File: src/rtl/thr_trig_pkg.sv
package thr_trig_pkg;
   typedef enum logic [1:0] {
      FN_BELOW = 2'd0,
      FN_ABOVE = 2'd1,
      FN_RISE  = 2'd2,
      FN_FALL  = 2'd3
   } thr_fn_e;
endpackage

File: src/rtl/thr_trig_cmp.sv
module thr_trig_cmp #(
   parameter int SAMPLE_W = 15,
   parameter int HYST_W   = 32
) (
   input  logic signed [SAMPLE_W-1:0] smp_i,
   input  logic signed [SAMPLE_W-1:0] lim_i,
   input  logic        [HYST_W-1:0]   hyst_i,
   output logic                       lt_o,
   output logic                       gt_o,
   output logic                       below_o,
   output logic                       above_o
);
   // two guard bits keep limit +/- hysteresis inside range
   localparam int EW = ((HYST_W > SAMPLE_W) ? HYST_W : SAMPLE_W) + 2;

   logic signed [EW-1:0] smp_x, lim_x, hyst_x, lo_x, hi_x;

   assign smp_x  = EW'(smp_i);
   assign lim_x  = EW'(lim_i);
   assign hyst_x = $signed({{(EW-HYST_W){1'b0}}, hyst_i});
   assign lo_x   = lim_x - hyst_x;
   assign hi_x   = lim_x + hyst_x;

   assign lt_o    = smp_i < lim_i;
   assign gt_o    = smp_i > lim_i;
   assign below_o = smp_x < lo_x;
   assign above_o = smp_x > hi_x;

   // the band edges never fold back across the limit
   always_comb begin
      a_r7_band_order: assert (lo_x <= lim_x && hi_x >= lim_x);
   end
endmodule

File: src/rtl/thr_trig_chg.sv
module thr_trig_chg #(
   parameter int SAMPLE_W = 15
) (
   input  logic                       clk,
   input  logic                       rst_n,
   input  logic [1:0]                 fn_i,
   input  logic signed [SAMPLE_W-1:0] lim_i,
   output logic                       chg_o
);
   logic [1:0]                 fn_q;
   logic signed [SAMPLE_W-1:0] lim_q;

   always_ff @(posedge clk or negedge rst_n) begin
      if (!rst_n) begin
         fn_q  <= '0;
         lim_q <= '0;
      end else begin
         fn_q  <= fn_i;
         lim_q <= lim_i;
      end
   end

   assign chg_o = (fn_i != fn_q) || (lim_i != lim_q);
endmodule

File: src/rtl/thr_trig_arm.sv
module thr_trig_arm (
   input  logic clk,
   input  logic rst_n,
   input  logic clr_i,
   input  logic set_i,
   input  logic fire_i,
   output logic armed_o
);
   logic armed_q;

   always_ff @(posedge clk or negedge rst_n) begin
      if (!rst_n)                armed_q <= 1'b0;
      else if (clr_i || fire_i)  armed_q <= 1'b0;
      else if (set_i)            armed_q <= 1'b1;
   end

   assign armed_o = armed_q;

   // a pulse needs a prior arm and consumes it
   a_r4_fire_needs_arm: assert property (@(posedge clk) disable iff (!rst_n)
      fire_i |-> armed_q);
   a_r4_fire_disarms: assert property (@(posedge clk) disable iff (!rst_n)
      fire_i |=> !armed_q);
   // a function or limit change leaves the detector disarmed
   a_r8_clear: assert property (@(posedge clk) disable iff (!rst_n)
      clr_i |=> !armed_q);
   // an idle cycle keeps the armed state
   a_r9_hold: assert property (@(posedge clk) disable iff (!rst_n)
      (!clr_i && !set_i && !fire_i) |=> (armed_q == $past(armed_q)));
endmodule

File: src/rtl/thresh_trig.sv
module thresh_trig #(
   parameter int SAMPLE_W = 15,
   parameter int HYST_W   = 32
) (
   input  logic                       clk,
   input  logic                       rst_n,
   input  logic signed [SAMPLE_W-1:0] smp_i,
   input  logic                       smp_vld_i,
   input  logic signed [SAMPLE_W-1:0] limit_i,
   input  logic        [HYST_W-1:0]   hyst_i,
   input  logic        [1:0]          fn_i,
   output logic                       trig_o,
   output logic signed [SAMPLE_W-1:0] smp_o,
   output logic                       smp_vld_o
);
   import thr_trig_pkg::*;

   generate
      if (SAMPLE_W < 2 || SAMPLE_W > 15) begin : g_bad_sw
         $error("thresh_trig: SAMPLE_W must be 2..15");
      end
      if (HYST_W < SAMPLE_W || HYST_W > 32) begin : g_bad_hw
         $error("thresh_trig: HYST_W must be SAMPLE_W..32");
      end
   endgenerate

   logic    lt, gt, below, above, chg, armed;
   logic    level, fire, set, fire_q, set_q, trig_d;
   thr_fn_e fn;

   assign fn = thr_fn_e'(fn_i);

   thr_trig_cmp #(.SAMPLE_W(SAMPLE_W), .HYST_W(HYST_W)) u_cmp (
      .smp_i(smp_i), .lim_i(limit_i), .hyst_i(hyst_i),
      .lt_o(lt), .gt_o(gt), .below_o(below), .above_o(above));

   thr_trig_chg #(.SAMPLE_W(SAMPLE_W)) u_chg (
      .clk(clk), .rst_n(rst_n), .fn_i(fn_i), .lim_i(limit_i), .chg_o(chg));

   always_comb begin
      level = 1'b0;
      fire  = 1'b0;
      set   = 1'b0;
      unique case (fn)
         FN_BELOW: level = lt;
         FN_ABOVE: level = gt;
         FN_RISE:  begin fire = armed & gt; set = below; end
         FN_FALL:  begin fire = armed & lt; set = above; end
         default:  level = 1'b0;
      endcase
   end

   assign fire_q = smp_vld_i & ~chg & fire;
   assign set_q  = smp_vld_i & ~chg & set;
   assign trig_d = smp_vld_i & (level | fire_q);

   thr_trig_arm u_arm (
      .clk(clk), .rst_n(rst_n), .clr_i(chg), .set_i(set_q),
      .fire_i(fire_q), .armed_o(armed));

   always_ff @(posedge clk or negedge rst_n) begin
      if (!rst_n) begin
         trig_o    <= 1'b0;
         smp_o     <= '0;
         smp_vld_o <= 1'b0;
      end else begin
         trig_o    <= trig_d;
         smp_o     <= smp_i;
         smp_vld_o <= smp_vld_i;
      end
   end

   // below-limit level test
   a_r2_below: assert property (@(posedge clk) disable iff (!rst_n)
      (smp_vld_i && fn_i == 2'd0 && smp_i < limit_i) |=> trig_o);
   // above-limit level test
   a_r3_above: assert property (@(posedge clk) disable iff (!rst_n)
      (smp_vld_i && fn_i == 2'd1 && smp_i > limit_i) |=> trig_o);
   // no strobe, no pulse
   a_r9_idle: assert property (@(posedge clk) disable iff (!rst_n)
      !smp_vld_i |=> !trig_o);
   // a pulse always sits on a valid output sample
   a_r10_aligned: assert property (@(posedge clk) disable iff (!rst_n)
      trig_o |-> smp_vld_o);
endmodule

File: config.mk
export PLATFORM = sky130hd
export DESIGN_NAME = thresh_trig
export DESIGN_NICKNAME = d
export VERILOG_FILES = /design/src/rtl/thr_trig_pkg.sv /design/src/rtl/thr_trig_cmp.sv /design/src/rtl/thr_trig_chg.sv /design/src/rtl/thr_trig_arm.sv /design/src/rtl/thresh_trig.sv
export SDC_FILE = /design/constraint.sdc
export NUM_CORES = 1
export LEC_CHECK = 0
export BUFFER_PORTS_ARGS = -buffer_cell sky130_fd_sc_hd__buf_2
export CORE_MARGIN = 2
export CORE_UTILIZATION = 55
export DETAILED_ROUTE_END_ITERATION = 8
export PLACE_DENSITY_LB_ADDON = 0.2
export SLEW_MARGIN = 20
export SYNTH_ARGS = -nofsm -noshare
export SYNTH_HDL_FRONTEND = slang
export SYNTH_HIERARCHICAL = 1
export SYNTH_SLANG_ARGS = --single-unit
File: constraint.sdc
create_clock -name clk -period 1.4 [get_ports clk]
set_input_delay 0 -clock clk [delete_from_list [all_inputs] [get_ports clk]]
set_output_delay 0 -clock clk [all_outputs]
set_load 0.02 [all_outputs]
# ---- Word-level counts from Yosys, hierarchy flattened
# Index checks and enable logic that the tools add are counted.
# W data, S select, Z words.
dict set report classes {
  n_reduce_logical 4
  eq_ne 5
  add_sub_neg 2
  n_mux 5
  bitwise 8
  order_cmp 4
}
# operator count
set ops {}
lappend ops {{$add A15 B33 Y34} 1}
lappend ops {{$gt A15 B34 Y1} 1}
lappend ops {{$lt A15 B34 Y1} 1}
lappend ops {{$sub A15 B33 Y34} 1}
lappend ops {{$gt A15 B15 Y1} 1}
lappend ops {{$lt A15 B15 Y1} 1}
lappend ops {{$ne A15 B15 Y1} 1}
lappend ops {{$and A1 B1 Y1} 6}
lappend ops {{$pmux W1 S2} 3}
lappend ops {{$eq A2 B2 Y1 const B} 2}
lappend ops {{$eq A2 B1 Y1 const B} 1}
lappend ops {{$logic_not A2 Y1} 1}
lappend ops {{$logic_or A1 B1 Y1} 2}
lappend ops {{$mux W1} 2}
lappend ops {{$ne A2 B2 Y1} 1}
lappend ops {{$reduce_bool A2 Y1} 1}
lappend ops {{$not A1 Y1} 1}
lappend ops {{$or A1 B1 Y1} 1}
dict set report word_totals {
  ff_bits 35
  out_inout_bits 17
  elab_cells 34
  in_bits 67
}

# ---- Logic depth before layout (Yosys ltp)
dict set report logic_depth {
  ltp_word 7
  depth_mapped 25
}

# ---- Modules after synthesis
# Netlist, hierarchy kept.
# module area_per_inst_um2 n_inst seq_area_each_um2 cells_per_inst
set modules_own_cells {}
lappend modules_own_cells {thr_trig_cmp 5295.1 1 0.0 734}
lappend modules_own_cells {thr_trig_chg 609.3 1 425.4 40}
lappend modules_own_cells {thresh_trig 496.7 1 425.4 26}
lappend modules_own_cells {thr_trig_arm 38.8 1 25.0 3}

# ---- Least setup slack after synthesis
# Ideal clock, no wire load.
dict set report synth_path {
  kind {input-to-reg}
  start {input hyst_i[0]}
  end {register u_arm.armed_q, in the netlist u_arm/armed_o}
  path_stages 25
  t_required_ns 1.319
  setup_ns 0.081
  arrival_time_ns 3.886
  slack_ns -2.567
  path_buffers 0
  path_cell_list {ha_1 inv_1 fa_1 o21bai_4 a2111oi_4 nor2_1 o41a_1 a41o_1 o211ai_2 a211oi_1 o21ai_1 a311oi_2 ha_1 nand4_1 nor2_1 nand2_1 nor3_1 a21oi_1 o211ai_1 xor2_1 a41oi_1 mux2i_1 nor3_1 nor2_1 nor3_2}
}
dict set report synth_via {
  elab_chain_len 5
  elab_cells_between_ends 7
}
# item line
set synth_rtl {}
lappend synth_rtl {{start: declaration} thresh_trig.sv:10} ;# input logic [HYST_W-1:0] hyst_i,
lappend synth_rtl {{$add A15 B33 Y34} thr_trig_cmp.sv:22} ;# assign hi_x = lim_x + hyst_x;
lappend synth_rtl {{$gt A15 B34 Y1} thr_trig_cmp.sv:27} ;# assign above_o = smp_x > hi_x;
lappend synth_rtl {{named net above} thresh_trig.sv:27} ;# logic lt, gt, below, above, chg, armed;
lappend synth_rtl {{$pmux W1 S2} thresh_trig.sv:44} ;# unique case (fn)
lappend synth_rtl {{$and A1 B1 Y1} thresh_trig.sv:54} ;# assign set_q = smp_vld_i & ~chg & set;
lappend synth_rtl {{named net set_q} thresh_trig.sv:28} ;# logic level, fire, set, fire_q, set_q, trig_d;
lappend synth_rtl {{$reduce_bool A2 Y1 (no line)} --}
lappend synth_rtl {{end signal: assignment} thr_trig_arm.sv:12} ;# if (!rst_n) armed_q <= 1'b0;
lappend synth_rtl {{end signal: assignment} thr_trig_arm.sv:13} ;# else if (clr_i || fire_i) armed_q <= 1'b0;
lappend synth_rtl {{end signal: assignment} thr_trig_arm.sv:14} ;# else if (set_i) armed_q <= 1'b1;
lappend synth_rtl {{end: declaration} thr_trig_arm.sv:9} ;# logic armed_q;
# The timed path passes the listed nets, and every way through them passes these cells.
# A chain may end at the register's enable or synchronous reset.

# ---- Final worst setup path
dict set report layout_path {
  start {input hyst_i[2]}
  end {register u_arm.armed_q, in the netlist u_arm/armed_o}
}
dict set report layout_via {
  elab_chain_len 5
  elab_cells_between_ends 7
}
# item line
set layout_rtl {}
lappend layout_rtl {{$sub A15 B33 Y34} thr_trig_cmp.sv:21} ;# assign lo_x = lim_x - hyst_x;
lappend layout_rtl {{$lt A15 B34 Y1} thr_trig_cmp.sv:26} ;# assign below_o = smp_x < lo_x;
lappend layout_rtl {{named net below} thresh_trig.sv:27}
lappend layout_rtl {{$pmux W1 S2} thresh_trig.sv:44}
lappend layout_rtl {{$and A1 B1 Y1} thresh_trig.sv:54}
lappend layout_rtl {{named net set_q} thresh_trig.sv:28}
lappend layout_rtl {{$reduce_bool A2 Y1 (no line)} --}
# The timed path passes the listed nets, and every way through them passes these cells.

==> out/qor.yml <==
drc: 0
critPathArrivalTime_ns: 4.68
worst_slack_ns: -3.07
cts_buffer_depth: 2
wire_per_inst_um: 17.0
fillers: 769
cp_slowest_cell: "ha_1"
crit_path_max_incr_delay_ns: 0.41
rrSetupSlack_ns: -0.63
worst_pin_slew_ns: 0.461
grt_max_degree: 31
fin_crit_ns: 4.47
num_vias: 7453
synth_fp_nets: 1019
nets: 1385
end_kind: "flip-flop"
synth_area_per_cell_um2: 8.02
outcome: "complete, but fails checks"
failed_checks: "negative setup slack"
fin_skew_ns: 0.00373
rsz0062_at_grt: "yes"
initial_utilization_pct: 56.4
powerDensity_mw_per_mm2: 710
grt_overflow: 0
postRouteAntennaNets: 0
slew_viol_final: 0
cts-root-buf: "clkbuf_16"
syn_to_final_growth_pct: 49.0
yosys_warnings: 6
ys_seq_elements: 35
grt_pass1_vias: 7653
synth_top_area_share_pct: 28.6
viasPerCell: 5.68
finalPower_uw: 6810
synth-edff-count: 0
max-cap-violations: 0
core_area_mm2: 0.0114
required_ns: 1.61
die_area_mm2: 0.0126
cts_buffers: 5
cts_max_level: 2
track_usage_pct: 34.9
peakVddDrop_mv: 0.732
crit_type: "primary input to flip-flop"
die_h_um: 112
clk_pin_slew_ns: 0.06
wl_um: 22300
ios: 84
portBuffers: 83
globalplace.congestion: 0.957
dr.pass1.iters: 5
clkSinkCount: 35
p_leak_uw: 0.00511
cp_max_fo: 7
initialDrtViolationCount: 564
cts_tree: "built"
syn_inst: 803
max_slew_margin_pct: 69.1
synth_cell_types: 70
setup_viol: 2
rows: 39
netlist_top_cells_count: "ha_1, inv_1, a21oi_1, nor2_1, xnor2_1"
dp_cells: 1276
synth_top_cell_by_area: "ha_1"
diodes: 0
synth_most_common_cell: "ha_1"
synth_flop_cell: "dfrtp_1"
synth-seq-area-share_pct: 13.6
cp_top_family: "compound AO/OA/AOI/OAI gates"
cp-start-kind: "primary input"
final_cell_count_no_fill: 1313
clock.fmax_mhz: 224
async_flop_share_pct: 100
syn-cell-area_mm2: 0.00644
die_w_um: 112
place_hpwl_um: 18000
min_path_type: "primary input to flip-flop"
clock_latency_ns: 0.28
hold_viol_final: 0
grt_pass1_wl_um: 36100
yosys-top-cells-area: "ha_1, dfrtp_1, xnor2_1"
path_buf_inv: 3
antenna_found_initial: 0
post_route_cells_drive_above_1_share_pct: 34.5
post-route-period-util_pct: 319
state kept, by name, summed over array words and instances (netlist names):
name / flops
smp_vld_o: 1
u_arm/armed_o: 1
u_chg/lim_q: 15
trig_o: 1
smp_o: 15
u_chg/fn_q: 2
power breakdown:
group	switching [uW]	leakage [uW]	internal (uW)
Sequential	19.8	0.000412	1060
Combinational	2240	0.00461	2170
Clock	478	0.0000838	841
per-stage QoR:
step                      setup TNS [ns]  util, %  area [um^2]  hold slack [ns]  setup slack [ns]
after detailed placement           -4.42     79.2         9050           -0.159             -3.11
after floorplan                    -2.56        -         6520           -0.296             -2.32
after global placement             -4.05     79.2         9050           -0.163             -2.93
final                              -3.75     84.0         9600           0.0162             -3.07
after CTS                          -3.40     83.7         9560           0.0114             -2.76
after global routing               -4.07     84.0         9600           0.0238             -3.23
cell type report:
cell class	instances	area [um^2]	area share (%)
Timing Repair Buffer	382	2760	28.8
Sequential cell	35	876	9.13
Inverter	89	352	3.66
Tap cell	143	179	1.86
Clock buffer	5	125	1.30
Clock inverter	3	43.8	0.456
Multi-Input combinational cell	656	5260	54.8
repair_timing:
item / CTS / global route
pin swaps: 7 / 2
hold buffers: 27 / 0
setup endpoints to repair: 2 / 2
endpoints found under the hold margin: 61 / 0
resized for setup: 13 / 9
buffers inserted: 2 / 0
cells by family after synthesis:
family                   count (synthesis)  share of synthesized area (%)
multiplexers                             5                          0.777
XOR/XNOR                                75                           10.2
flip-flops                              35                           13.6
buffers and inverters                  112                           6.80
adder cells (fa/ha/maj)                149                           29.2
AND/OR/NAND/NOR                        195                           15.1
AO/OA/AOI/OAI                          232                           24.4
path summary, 6_finish.rpt:
check	from	endpoint	depth (start not counted)
hold / removal	limit_i[1]	u_chg/lim_q[1]	2
min in group asynchronous	rst_n	smp_o[10]	2
max in group asynchronous	rst_n	u_chg/lim_q[11]	3
hold reg to reg	u_arm/armed_o	u_arm/armed_o	2
setup / recovery	hyst_i[2]	u_arm/armed_o	25
setup reg to reg	u_chg/lim_q[0]	u_arm/armed_o	9
routing by layer:
metal | track usage, % | wire [um] | vias to the layer above
li1 | - | - | 3598
met1 | 46.0 | 9890 | 3533
met2 | 62.0 | 10700 | 276
met3 | 3.62 | 1310 | 46
met4 | 7.32 | 405 | 0
met5 | 0 | 0 | -
placed cells by master, fill, tap and decap left out, types with 10 or more instances in the layout:
cell	Yosys	layout
buf_4	1	268
o21bai_1	16	16
nand3_1	13	13
nand4_1	23	23
nand2b_1	10	10
inv_1	86	83
nor3_1	21	20
buf_2	5	82
dfrtp_1	35	35
ha_1	147	142
dlygate4sd3_1	0	27
nand2_1	28	27
nor2_1	66	63
a21oi_1	76	73
xnor2_1	66	66
o21ai_0	27	25
a21o_1	42	42
Power figures use the tool's default switching activity.
